**config.mk**
```make
export PLATFORM = sky130hd
export DESIGN_NAME = serial_rx_fifo
export DESIGN_NICKNAME = d
export VERILOG_FILES = /design/src/rtl/srx_pkg.sv /design/src/rtl/srx_sync.sv /design/src/rtl/srx_frame.sv /design/src/rtl/srx_fifo.sv /design/src/rtl/serial_rx_fifo.sv
export SDC_FILE = /design/constraint.sdc
export NUM_CORES = 1
export LEC_CHECK = 0
export CAP_MARGIN = 20
export CORE_UTILIZATION = 40
export CTS_CLUSTER_DIAMETER = 80
export DETAILED_ROUTE_END_ITERATION = 16
export GPL_TIMING_DRIVEN = 0
export PLACE_DENSITY_LB_ADDON = 0.1
export SYNTH_ARGS = -nofsm -noshare
export SYNTH_HDL_FRONTEND = slang
export SYNTH_HIERARCHICAL = 1
export SYNTH_SLANG_ARGS = --single-unit
```
**constraint.sdc**
```tcl
create_clock -name clk_i -period 3.81 [get_ports clk_i]
set_clock_uncertainty 0.2 [all_clocks]
set_input_delay 0.762 -clock clk_i [delete_from_list [all_inputs] [get_ports clk_i]]
set_output_delay 0.762 -clock clk_i [all_outputs]
set_load 0.01 [all_outputs]
```
**src/rtl/srx_pkg.sv**
```systemverilog
package srx_pkg;
  localparam int unsigned DATA_W = 9;

  typedef struct packed {
    logic              ovr;
    logic              pe;
    logic              fe;
    logic [DATA_W-1:0] data;
  } rx_entry_t;

  typedef enum logic [2:0] {
    ST_IDLE,
    ST_START,
    ST_DATA,
    ST_PAR,
    ST_STOP
  } rx_state_e;
endpackage

```
**src/rtl/srx_sync.sv**
```systemverilog
module srx_sync #(
  parameter int unsigned STAGES = 2
) (
  input  logic clk_i,
  input  logic rst_ni,
  input  logic d_i,
  output logic q_o
);
  logic [STAGES-1:0] sr_q;

  always_ff @(posedge clk_i or negedge rst_ni) begin
    if (!rst_ni) sr_q <= '1;
    else         sr_q <= {sr_q[STAGES-2:0], d_i};
  end

  assign q_o = sr_q[STAGES-1];
endmodule

```
**src/rtl/srx_frame.sv**
```systemverilog
module srx_frame import srx_pkg::*; #(
  parameter int unsigned OSR = 16
) (
  input  logic       clk_i,
  input  logic       rst_ni,
  input  logic       en_i,
  input  logic       tick_i,
  input  logic       rx_i,
  input  logic       dbl_i,
  input  logic [2:0] size_i,
  input  logic [1:0] par_i,
  input  logic       mpc_i,
  input  logic       hold_full_i,
  output logic       start_ok_o,
  output logic       push_o,
  output rx_entry_t  entry_o
);
  localparam int unsigned CNT_W = $clog2(OSR + 1);
  localparam logic [CNT_W-1:0] TPB_N = CNT_W'(OSR);
  localparam logic [CNT_W-1:0] TPB_D = CNT_W'(OSR / 2);
  localparam logic [CNT_W-1:0] MID_N = CNT_W'(OSR / 2);
  localparam logic [CNT_W-1:0] MID_D = CNT_W'(OSR / 4);
  localparam logic [CNT_W-1:0] ONE   = CNT_W'(1);

  rx_state_e         state_q;
  logic [CNT_W-1:0]  cnt_q, cnt_nx, tpb, mid;
  logic              s0_q, s1_q, drop_q, par_acc_q, par_bit_q;
  logic [3:0]        bit_idx_q, last_idx;
  logic [DATA_W-1:0] shreg_q;
  logic              bit_v, decide, addr_bit;

  always_comb begin
    case (size_i)
      3'b000:  last_idx = 4'd4;
      3'b001:  last_idx = 4'd5;
      3'b010:  last_idx = 4'd6;
      3'b111:  last_idx = 4'd8;
      default: last_idx = 4'd7;
    endcase
  end

  assign tpb        = dbl_i ? TPB_D : TPB_N;
  assign mid        = dbl_i ? MID_D : MID_N;
  assign cnt_nx     = cnt_q + ONE;
  assign bit_v      = (s0_q & s1_q) | (s0_q & rx_i) | (s1_q & rx_i);
  assign decide     = en_i && tick_i && (state_q != ST_IDLE) && (cnt_nx == mid + ONE);
  assign start_ok_o = decide && (state_q == ST_START) && !bit_v;
  // address bit: data bit 8 in 9-bit mode, first stop bit otherwise
  assign addr_bit   = (last_idx == 4'd8) ? shreg_q[8] : bit_v;

  always_ff @(posedge clk_i or negedge rst_ni) begin
    if (!rst_ni) begin
      state_q   <= ST_IDLE;
      cnt_q     <= '0;
      s0_q      <= 1'b1;
      s1_q      <= 1'b1;
      drop_q    <= 1'b0;
      par_acc_q <= 1'b0;
      par_bit_q <= 1'b0;
      bit_idx_q <= '0;
      shreg_q   <= '0;
      push_o    <= 1'b0;
      entry_o   <= '0;
    end else begin
      push_o <= 1'b0;
      if (!en_i) begin
        state_q <= ST_IDLE;
        drop_q  <= 1'b0;
      end else if (tick_i) begin
        if (state_q == ST_IDLE) begin
          if (!rx_i) begin
            state_q <= ST_START;
            cnt_q   <= ONE;
          end
        end else begin
          cnt_q <= (cnt_nx == tpb) ? '0 : cnt_nx;
          if (cnt_nx == mid - ONE) s0_q <= rx_i;
          if (cnt_nx == mid)       s1_q <= rx_i;
        end
        if (decide) begin
          case (state_q)
            ST_START: begin
              if (bit_v) state_q <= ST_IDLE;
              else begin
                state_q   <= ST_DATA;
                drop_q    <= hold_full_i;
                bit_idx_q <= '0;
                par_acc_q <= 1'b0;
                shreg_q   <= '0;
              end
            end
            ST_DATA: begin
              shreg_q[bit_idx_q] <= bit_v;
              par_acc_q          <= par_acc_q ^ bit_v;
              bit_idx_q          <= bit_idx_q + 4'd1;
              if (bit_idx_q == last_idx) state_q <= par_i[1] ? ST_PAR : ST_STOP;
            end
            ST_PAR: begin
              par_bit_q <= bit_v;
              state_q   <= ST_STOP;
            end
            ST_STOP: begin
              state_q       <= ST_IDLE;
              push_o        <= !drop_q && !(mpc_i && !addr_bit);
              entry_o.data  <= shreg_q;
              entry_o.fe    <= !bit_v;
              entry_o.pe    <= par_i[1] & (par_bit_q ^ par_acc_q ^ par_i[0]);
              entry_o.ovr   <= 1'b0;
            end
            default: state_q <= ST_IDLE;
          endcase
        end
      end
    end
  end
endmodule

```
**src/rtl/srx_fifo.sv**
```systemverilog
module srx_fifo import srx_pkg::*; #(
  parameter int unsigned DEPTH = 2
) (
  input  logic      clk_i,
  input  logic      rst_ni,
  input  logic      flush_i,
  input  logic      push_i,
  input  rx_entry_t entry_i,
  input  logic      pop_i,
  input  logic      mark_i,
  output logic      hold_full_o,
  output rx_entry_t head_o,
  output logic      avail_o
);
  localparam int unsigned CW = $clog2(DEPTH + 1);
  localparam logic [CW-1:0] FULL_CNT = CW'(DEPTH);

  rx_entry_t       mem_q [DEPTH];
  rx_entry_t       hold_q, hold_m;
  logic            hold_v_q;
  logic [CW-1:0]   cnt_q, cnt_pop;
  logic            pop_ok, mark;

  assign pop_ok      = pop_i && (cnt_q != '0);
  assign cnt_pop     = cnt_q - CW'(pop_ok);
  assign hold_full_o = (cnt_q == FULL_CNT) && hold_v_q;
  assign mark        = mark_i && hold_full_o;
  assign head_o      = mem_q[0];
  assign avail_o     = cnt_q != '0;

  // overrun mark lands on the held entry, even while it moves
  always_comb begin
    hold_m     = hold_q;
    hold_m.ovr = hold_q.ovr | mark;
  end

  always_ff @(posedge clk_i or negedge rst_ni) begin
    if (!rst_ni) begin
      cnt_q    <= '0;
      hold_v_q <= 1'b0;
      hold_q   <= '0;
      for (int i = 0; i < DEPTH; i++) mem_q[i] <= '0;
    end else if (flush_i) begin
      cnt_q    <= '0;
      hold_v_q <= 1'b0;
    end else begin
      if (pop_ok)
        for (int i = 0; i < DEPTH - 1; i++) mem_q[i] <= mem_q[i+1];
      if (hold_v_q) begin
        if (pop_ok) begin
          mem_q[cnt_pop] <= hold_m;
          hold_v_q       <= 1'b0;
        end else begin
          hold_q <= hold_m;
        end
      end else if (push_i) begin
        if (cnt_pop < FULL_CNT) begin
          mem_q[cnt_pop] <= entry_i;
          cnt_q          <= cnt_pop + CW'(1);
        end else begin
          hold_q   <= entry_i;
          hold_v_q <= 1'b1;
          cnt_q    <= cnt_pop;
        end
      end else begin
        cnt_q <= cnt_pop;
      end
    end
  end
endmodule

```
**src/rtl/serial_rx_fifo.sv**
```systemverilog
module serial_rx_fifo import srx_pkg::*; #(
  parameter int unsigned OSR         = 16,
  parameter int unsigned SYNC_STAGES = 2,
  parameter int unsigned FIFO_DEPTH  = 2
) (
  input  logic       clk_i,
  input  logic       rst_ni,
  input  logic       baud_tick_i,
  input  logic       rx_en_i,
  input  logic       dbl_speed_i,
  input  logic [2:0] char_size_i,
  input  logic [1:0] parity_mode_i,
  input  logic       mpc_mode_i,
  input  logic       rxd_i,
  input  logic       rd_pop_i,
  output logic       rx_avail_o,
  output logic [7:0] rd_data_o,
  output logic       rd_bit8_o,
  output logic       frame_err_o,
  output logic       parity_err_o,
  output logic       overrun_o
);
  logic      rx_s, start_ok, frm_push, hold_full, avail;
  rx_entry_t frm_entry, head;

  srx_sync #(.STAGES(SYNC_STAGES)) u_sync (
    .clk_i (clk_i),
    .rst_ni(rst_ni),
    .d_i   (rxd_i),
    .q_o   (rx_s)
  );

  srx_frame #(.OSR(OSR)) u_frame (
    .clk_i      (clk_i),
    .rst_ni     (rst_ni),
    .en_i       (rx_en_i),
    .tick_i     (baud_tick_i),
    .rx_i       (rx_s),
    .dbl_i      (dbl_speed_i),
    .size_i     (char_size_i),
    .par_i      (parity_mode_i),
    .mpc_i      (mpc_mode_i),
    .hold_full_i(hold_full),
    .start_ok_o (start_ok),
    .push_o     (frm_push),
    .entry_o    (frm_entry)
  );

  srx_fifo #(.DEPTH(FIFO_DEPTH)) u_fifo (
    .clk_i      (clk_i),
    .rst_ni     (rst_ni),
    .flush_i    (!rx_en_i),
    .push_i     (frm_push),
    .entry_i    (frm_entry),
    .pop_i      (rd_pop_i),
    .mark_i     (start_ok),
    .hold_full_o(hold_full),
    .head_o     (head),
    .avail_o    (avail)
  );

  assign rx_avail_o   = avail;
  assign rd_data_o    = avail ? head.data[7:0] : '0;
  assign rd_bit8_o    = avail & head.data[8];
  assign frame_err_o  = avail & head.fe;
  assign parity_err_o = avail & head.pe;
  assign overrun_o    = avail & head.ovr;
endmodule

```
==> impl_metrics.ini, run 1 <==
[yosys]
synth_area_mm2 = 0.00514
ys_seq_elements = 79
ys_types = 61
synth_most_common_cell = dfrtp_1
synth_top_area_share_pct = 36.5
synthTopCellsByArea = dfrtp_1 (37%), o21ai_0 (3.7%), a22oi_1 (3.5%)
synth-seq-area-share_pct = 38.6
yosysWarnings = 6
syn_area_per_cell_um2 = 9.36
ys.flop_type = dfrtp_1
synth_commonest_cells = dfrtp_1 (75), o21ai_0 (38), nand2_1 (33)
async_flop_share_pct = 100
synth.net_count = 570
synth.largest_area_cell = dfrtp_1
synth_edf_count = 0
syn_inst = 549

[clock_tree]
numCtsBuffers = 9
cts_tree = done
clk_path_buf_depth = 2
htreeDepth = 3
ctsResizeCount = 0
cts.sinks = 79
post_cts_buffers = 0
cts_root_buf = clkbuf_16
cts.clk_slew.worst_paths_ns = 0.06
hold_buffers = 0
clock_latency_ns = 0.34

[critical_path]
timing.rr.start = u_fifo/cnt_q[0]
r2r_cells = 9
crit_path_end_kind = flop
worstReg2RegEnd = u_fifo/mem_q[0]
cp-start-kind = input pin
critPathKind = input pin to flop
endpoint = u_fifo/mem_q[0]
arrival_ns = 3.47
cp.required_ns = 3.83
rrSetupSlack_ns = 0.60
crit_start = rd_pop_i
path_max_fanout = 10

[timing]
finalMaxSlewViolations = 0
max_freq_mhz = 289
grt_setup_unrepaired = false
timing.setup.tns_ns = 0
setup_viol = 0
whs_ns = 0.0987
finalHoldViolations = 0
fin_crit_sh_pct = 90.7
slew_headroom_pct = 60.2
finalCriticalPeriod_ns = 3.46
worstMarginPinSlew_ns = 0.591

[power]
vdd_ir_drop_max_v = 0.000205
p_leak_nw = 2.41
p_per_area_mw_per_mm2 = 341

[drt]
drt_iter0_drc = 266
wire_per_inst_um = 16.4
routed_wl_um = 12500
topRoutingLayerUsed = met4
post-route-drc-count = 0
ant_nets = 0
met1Wirelength_um = 5720
firstDrtPassIters = 5
vias = 4135
met2WireLength_um = 6200
via_per_inst = 5.43
wl_met3_um = 335

[grt]
grt_pass1_vias = 4118
grt_first_pass_wirelength_um = 21300
grt_remaining_overflow = 0
grt_max_degree = 62
antenna_found_initial = 0
grt.total_usage_pct = 20.5

[layout]
instances_no_fill = 762
insertedDiodeCount = 0
utilization_pct = 47.5
drive_above_1_share_pct = 17.8
filler_cell_count = 1193
nets = 606
multiInputGateArea_mm2 = 0.00273
area_delta_synth_final_pct = 16.1
seq_area_mm2 = 0.00198

[floorplanning]
ios = 26
row_count = 41
initial_core_util_pct = 40.9
coreArea_mm2 = 0.0126
die_x_um = 115
die_area_mm2 = 0.0133
die_h_um = 115

[placement]
place_inst = 746
port_buffers = 24
gp_congestion = 0.875
dp_hpwl_um = 9280

[status]
status = finished clean

[hold_path]
hold_class = input pin to asynchronous set/reset pin

[run]
max_cap_viol_count = 0
[worst max-delay path, cell delays in order]
cell and delay (ns):
clkdlybuf4s50_1 0.51, nand2b_1 0.27, clkbuf_1 0.28, and2_1 0.21, ha_1 0.19, or3b_1 0.41, a221oi_4 0.44, buf_4 0.30
a21oi_1 0.09
[sequential cells by signal, summed over array words and instances, names as in the netlist, 3 cells and up]
register / flops
u_frame/shreg_q: 9
u_frame/state_q: 3
u_fifo/mem_q: 12
u_fifo/head_o: 12
u_frame/cnt_q: 5
u_frame/bit_idx_q: 4
u_frame/entry_o: 11
u_fifo/hold_m: 11
[per-stage QoR]
step	worst slack (ns)	power, mW	instance area (um2)
2_1_floorplan	0.941	0.981	5140
3_3_place_gp	-1.27	1.04	5600
3_5_place_dp	0.0125	1.04	5620
4_1_cts	0.365	2.06	5970
5_1_grt	0.145	2.12	5970
6_report	0.355	2.04	5970
[final cells by class]
type                       count  share of cell area [%]
buffer                        55                    5.75
clock inverter                 6                    1.80
sequential                    79                    33.2
inverter                      23                    1.45
timing repair buffer          25                    4.45
multi-input combinational    392                    45.7
clock buffer                  10                    4.01
tap                          172                    3.61
[how the worst min path moves through the flow]
stage | from | endpoint | slack, ns | cells past startpoint
after floorplan | u_sync/sr_q[0] | u_sync/sr_q[1] | 0.15 | 0
after global placement | u_sync/sr_q[0] | u_sync/sr_q[1] | 0.15 | 0
after detailed placement | u_sync/sr_q[0] | u_sync/sr_q[1] | 0.15 | 0
after CTS | rst_ni | u_fifo/head_o[9] | 0.10 | 1
after global routing | rst_ni | u_fifo/head_o[9] | 0.11 | 1
final | rst_ni | u_fifo/head_o[9] | 0.1 | 1
[cells by family (layout without fill, tap and decap cells)]
| group | count (synthesis) | count (layout) | synth area share (%) |
|---|---|---|---|
| muxes | 27 | 27 | 6.35 |
| buffers and inverters | 78 | 119 | 8.35 |
| adders and majority gates | 9 | 9 | 2.17 |
| other | 1 | 1 | 0.0730 |
| xor gates and xnor gates | 8 | 8 | 1.73 |
| AOI/OAI and AO/OA | 145 | 145 | 19.5 |
| DFF | 79 | 79 | 38.6 |
| and+or+nand+nor | 202 | 202 | 23.2 |
[layer usage]
metal,vias to the layer above,GRT usage (%)
li1,2058,-
met1,1986,26.5
met2,75,35.0
met3,16,2.42
met4,0,8.05
met5,-,0
[where the power goes]
group,leakage [nW],internal (mW),switching [mW],total (mW)
clock network,0.168,0.656,0.352,1.01
logic,1.18,0.0591,0.0921,0.151
registers,1.06,0.860,0.0161,0.876
[layout by cell type, fill, tap and decap left out, types with 9 or more instances in the layout]
cell type,n
a22oi_1,24
o21ai_0,38
o211ai_1,18
mux2_2,13
buf_4,19
clkbuf_16,9
nor2_1,28
clkdlybuf4s50_1,23
inv_1,23
nor3b_1,14
nand2_1,33
and2_2,9
nand3_1,31
a21oi_1,23
clkbuf_1,23
nand3b_1,15
nor2b_1,17
nor4b_1,14
o2111ai_1,12
dfrtp_1,75
nand2b_1,11
(Power assumes the default switching activity.)
==> inputs of run 2 (changes only) <==
--- a/config.mk
+++ b/config.mk
@@ -6,7 +6,7 @@
 export NUM_CORES = 1
 export LEC_CHECK = 0
 export CAP_MARGIN = 20
-export CORE_UTILIZATION = 40
+export CORE_UTILIZATION = 60
 export CTS_CLUSTER_DIAMETER = 80
 export DETAILED_ROUTE_END_ITERATION = 16
 export GPL_TIMING_DRIVEN = 0
==> run 2 against run 1 <==
  * Sequential share of layout area increased by 1.2 points
  * Core utilization grew 22 points
  * Final area shrank 3.5%
  * Combinational power about the same
  * Critical path depth unchanged
  * Cell count down 8.9%
  * Total power decreased by 16%
  * Non-clock buffer count unchanged
  * Routed wire length decreased by 6.3%
  * Sequential power about the same
  * Setup slack better by 0.071 ns
  * Critical endpoint is now u_fifo/mem_q[7]
  * Largest cell class unchanged
  * Highest routed layer unchanged
==> impl_metrics.ini, run 2 (same netlist as run 1, synthesis figures left out) <==
[status]
status = finished clean

[timing]
whs_ns = 0.0679
finalMaxSlewViolations = 0
worstMarginPinSlew_ns = 0.666
grt_setup_unrepaired = false
max_freq_mhz = 296
setup_viol = 0
finalHoldViolations = 0
finalCriticalPeriod_ns = 3.38
timing.setup.tns_ns = 0
fin_crit_sh_pct = 88.8
slew_headroom_pct = 55.1

[placement]
dp_hpwl_um = 8660
gp_congestion = 0.909
port_buffers = 24
place_inst = 679

[power]
power_mw = 1.72
vdd_ir_drop_max_v = 0.000236
p_per_area_mw_per_mm2 = 298
p_leak_nw = 2.35

[critical_path]
rrSetupSlack_ns = 0.66
path_depth = 9
cp.required_ns = 3.84
worstReg2RegEnd = u_fifo/mem_q[7]
cp_slowest_cell = clkdlybuf4s50_1
timing.rr.start = u_fifo/cnt_q[0]
worstPathCellList = clkdlybuf4s50_1, nand2b_1, clkbuf_1, and2_1, ha_1, or3b_1, a221oi_4, buf_4, a21oi_1
r2r_cells = 9
cp_top_family = buffers and inverters
critPathMaxStageDelay_ns = 0.50
arrival_ns = 3.41
crit_start = rd_pop_i
cp_num_buf_inv = 3
critPathKind = input pin to flop
crit_path_end_kind = flop
endpoint = u_fifo/mem_q[7]
cp-start-kind = input pin
path_max_fanout = 10

[drt]
topRoutingLayerUsed = met4
firstDrtPassIters = 5
wl_met3_um = 609
post-route-drc-count = 0
met2WireLength_um = 5960
routed_wl_um = 11700
drt_iter0_drc = 226
wire_per_inst_um = 16.8
via_per_inst = 6.14
met1Wirelength_um = 4920
vias = 4258
ant_nets = 0

[floorplanning]
die_area_mm2 = 0.00894
coreArea_mm2 = 0.00826
row_count = 33
ios = 26
die_x_um = 94.6
die_h_um = 94.6
initial_core_util_pct = 62.2

[clock_tree]
cts.sinks = 79
ctsResizeCount = 0
cts_tree = done
cts_root_buf = clkbuf_8
cts.clk_slew.worst_paths_ns = 0.08
hold_buffers = 0
htreeDepth = 3
clock_latency_ns = 0.34
numCtsBuffers = 9
clk_path_buf_depth = 2
post_cts_buffers = 0

[grt]
grt.total_usage_pct = 28.5
grt_remaining_overflow = 0
grt_first_pass_wirelength_um = 19700
grt_pass1_vias = 4163
antenna_found_initial = 0
grt_max_degree = 66

[layout]
nets = 606
filler_cell_count = 644
instances_no_fill = 694
drive_above_1_share_pct = 17.7
mostFrequentLayoutCell = dfrtp_1
area_delta_synth_final_pct = 12.0
insertedDiodeCount = 0
layout_common_cells = dfrtp_1 (75), o21ai_0 (38), nand2_1 (33)

[run]
max_cap_viol_count = 0

[hold_path]
hold_class = input pin to asynchronous set/reset pin
## run 2: changes by cell type in the layout (fill, tap and decap cells not counted), sizes merged
cell	delta
bufinv	-1
clkinv	-1
inv	+1
## run 2: power by group
group | switching, mW | internal [mW] | leakage, nW
Clock | 0.306 | 0.385 | 0.109
Combinational | 0.0919 | 0.0590 | 1.18
Sequential | 0.0170 | 0.859 | 1.06
Total | 0.415 | 1.30 | 2.35
## run 2: layer usage
metal  global-route usage [%]  up-vias
li1                         -     2058
met5                        0        -
met3                     4.19       22
met2                     51.1      162
met1                     34.7     2016
met4                     10.5        0
## run 2: worst min path at each step
stage	from	to	slack [ns]	cells past startpoint
2_1_floorplan	u_sync/sr_q[0]	u_sync/sr_q[1]	0.15	0
6_report	rst_ni	u_fifo/head_o[9]	0.07	1
5_1_grt	rst_ni	u_fifo/head_o[1]	0.07	1
3_3_place_gp	u_sync/sr_q[0]	u_sync/sr_q[1]	0.15	0
4_1_cts	rst_ni	u_fifo/head_o[9]	0.06	1
3_5_place_dp	u_sync/sr_q[0]	u_sync/sr_q[1]	0.15	0
## run 2: final cells by class
| type | instances | area, um2 | area share (%) |
|---|---|---|---|
| multi-input cells | 392 | 2730 | 47.4 |
| well taps | 105 | 131 | 2.28 |
| clock inverters | 5 | 81.3 | 1.41 |
| clock buffers | 10 | 138 | 2.39 |
| repair buffers | 25 | 265 | 4.61 |
| flip-flops and latches | 79 | 1980 | 34.4 |
| inverters | 23 | 86.3 | 1.50 |
| plain buffers | 55 | 343 | 5.96 |
## run 2: per-stage QoR
| stage | setup WS (ns) | utilization, % | area, um2 |
|---|---|---|---|
| after detailed placement | 0.0811 | 67.0 | 5540 |
| final | 0.426 | 69.7 | 5760 |
| after floorplan | 0.941 | - | 5140 |
| after global placement | -0.960 | 66.7 | 5510 |
| after CTS | 0.450 | 69.7 | 5760 |
| after global routing | 0.265 | 69.7 | 5760 |
==> inputs of run 3 (changes only) <==
--- a/config.mk
+++ b/config.mk
@@ -6,10 +6,10 @@
 export NUM_CORES = 1
 export LEC_CHECK = 0
 export CAP_MARGIN = 20
-export CORE_UTILIZATION = 60
+export CORE_ASPECT_RATIO = 0.8
+export CORE_UTILIZATION = 50
 export CTS_CLUSTER_DIAMETER = 80
 export DETAILED_ROUTE_END_ITERATION = 16
-export GPL_TIMING_DRIVEN = 0
 export PLACE_DENSITY_LB_ADDON = 0.1
 export SYNTH_ARGS = -nofsm -noshare
 export SYNTH_HDL_FRONTEND = slang
==> run 3 against run 2 <==
  * First-iteration DRC count grew 12%
  * Maximum frequency grew 9.3%
  * Cell count shrank 1.4%
  * Total power grew 18%
  * Critical endpoint is now overrun_o
==> impl_metrics.ini, run 3 (same netlist as run 1, synthesis figures left out) <==
[status]
status = finished clean

[clock_tree]
htreeDepth = 3
cts.clk_slew.worst_paths_ns = 0.06
clock_latency_ns = 0.34
numCtsBuffers = 9
cts.sinks = 79
cts_tree = done
ctsResizeCount = 0
post_cts_buffers = 0
hold_buffers = 0
cts_root_buf = clkbuf_16
clk_path_buf_depth = 2

[layout]
insertedDiodeCount = 0
area_delta_synth_final_pct = 10.6
nets = 565
layout_common_cells = dfrtp_1 (75), o21ai_0 (38), nand2_1 (33)
instances_no_fill = 684
drive_above_1_share_pct = 15.5
filler_cell_count = 841
seq_area_mm2 = 0.00198
mostFrequentLayoutCell = dfrtp_1
multiInputGateArea_mm2 = 0.00273

[grt]
grt.total_usage_pct = 24.1
grt_first_pass_wirelength_um = 20100
antenna_found_initial = 0
grt_max_degree = 80
grt_pass1_vias = 4013
grt_remaining_overflow = 0

[placement]
place_inst = 668
dp_hpwl_um = 8010
gp_congestion = 0.839
port_buffers = 25

[floorplanning]
initial_core_util_pct = 52.4
die_area_mm2 = 0.0107
die_x_um = 115
ios = 26
row_count = 32
coreArea_mm2 = 0.00981
die_h_um = 92.7

[critical_path]
cp.required_ns = 2.85
rrSetupSlack_ns = 0.83
cp-start-kind = flop
cp_slowest_cell = or2_2
worstPathCellList = buf_4, or2_2, and2_2, clkdlybuf4s50_1
critPathMaxStageDelay_ns = 0.50
crit_path_end_kind = output port
critPathKind = flop to output port
cp_num_buf_inv = 2
cp_top_family = simple AND/OR/NAND/NOR gates
arrival_ns = 2.13
path_max_fanout = 26

[timing]
setup_viol = 0
max_freq_mhz = 323
fin_crit_sh_pct = 81.3
timing.setup.tns_ns = 0
slew_headroom_pct = 34.1
grt_setup_unrepaired = false
finalCriticalPeriod_ns = 3.10
finalMaxSlewViolations = 0
finalHoldViolations = 0
worstMarginPinSlew_ns = 0.987

[drt]
post-route-drc-count = 0
drt_iter0_drc = 253
via_per_inst = 6.08
firstDrtPassIters = 5
routed_wl_um = 11800
vias = 4157
wire_per_inst_um = 17.3
ant_nets = 0

[run]
max_cap_viol_count = 0

[power]
vdd_ir_drop_max_v = 0.000284
p_per_area_mw_per_mm2 = 356
p_leak_nw = 2.28
power_mw = 2.03

[hold_path]
hold_class = input pin to asynchronous set/reset pin
[run 3: worst paths after layout]
kind,start,end,depth (start not counted)
worst max-delay path,u_fifo/cnt_q[0],overrun_o,4
worst min-delay path,rst_ni,u_frame/cnt_q[4],1
worst max register to register,u_frame/cnt_q[1],u_frame/entry_o[0],8
worst min register to register,u_sync/sr_q[0],u_sync/sr_q[1],0
max in group asynchronous,rst_ni,u_frame/s0_q,2
min in group clk_i,u_sync/sr_q[0],u_sync/sr_q[1],0
[run 3: cell type report]
cell class	count	share of cell area [%]
Clock buffer	10	4.20
Multi-Input combinational cell	392	48.0
Clock inverter	5	1.87
Timing Repair Buffer	39	6.56
Tap cell	136	2.99
Inverter	23	1.52
Sequential cell	79	34.9
[run 3: report_power, final]
| part | switching, mW | internal [mW] | leakage (nW) |
|---|---|---|---|
| Clock | 0.347 | 0.655 | 0.165 |
| Sequential | 0.0226 | 0.860 | 1.06 |
| Combinational | 0.0867 | 0.0541 | 1.05 |
[run 3: layer usage]
layer / part of all wire (%) / wire, um / vias up / GRT usage (%)
met5: 0 / 0 / - / 0
met4: 0.86 / 102 / 0 / 7.14
met3: 3.5 / 410 / 11 / 5.30
met2: 47 / 5590 / 89 / 38.9
met1: 48 / 5740 / 2090 / 32.3
li1: - / - / 1967 / -
[run 3: metrics by stage]
step           cell area [um2]  util, %  hold slack (ns)  worst slack, ns
2_1_floorplan             5140        -            0.145            0.941
3_3_place_gp              5310     54.2            0.146            0.445
3_5_place_dp              5310     54.2            0.147            0.442
4_1_cts                   5660     57.7            0.150            0.698
5_1_grt                   5690     58.0           0.0291            0.607
6_report                  5690     58.0           0.0399            0.714
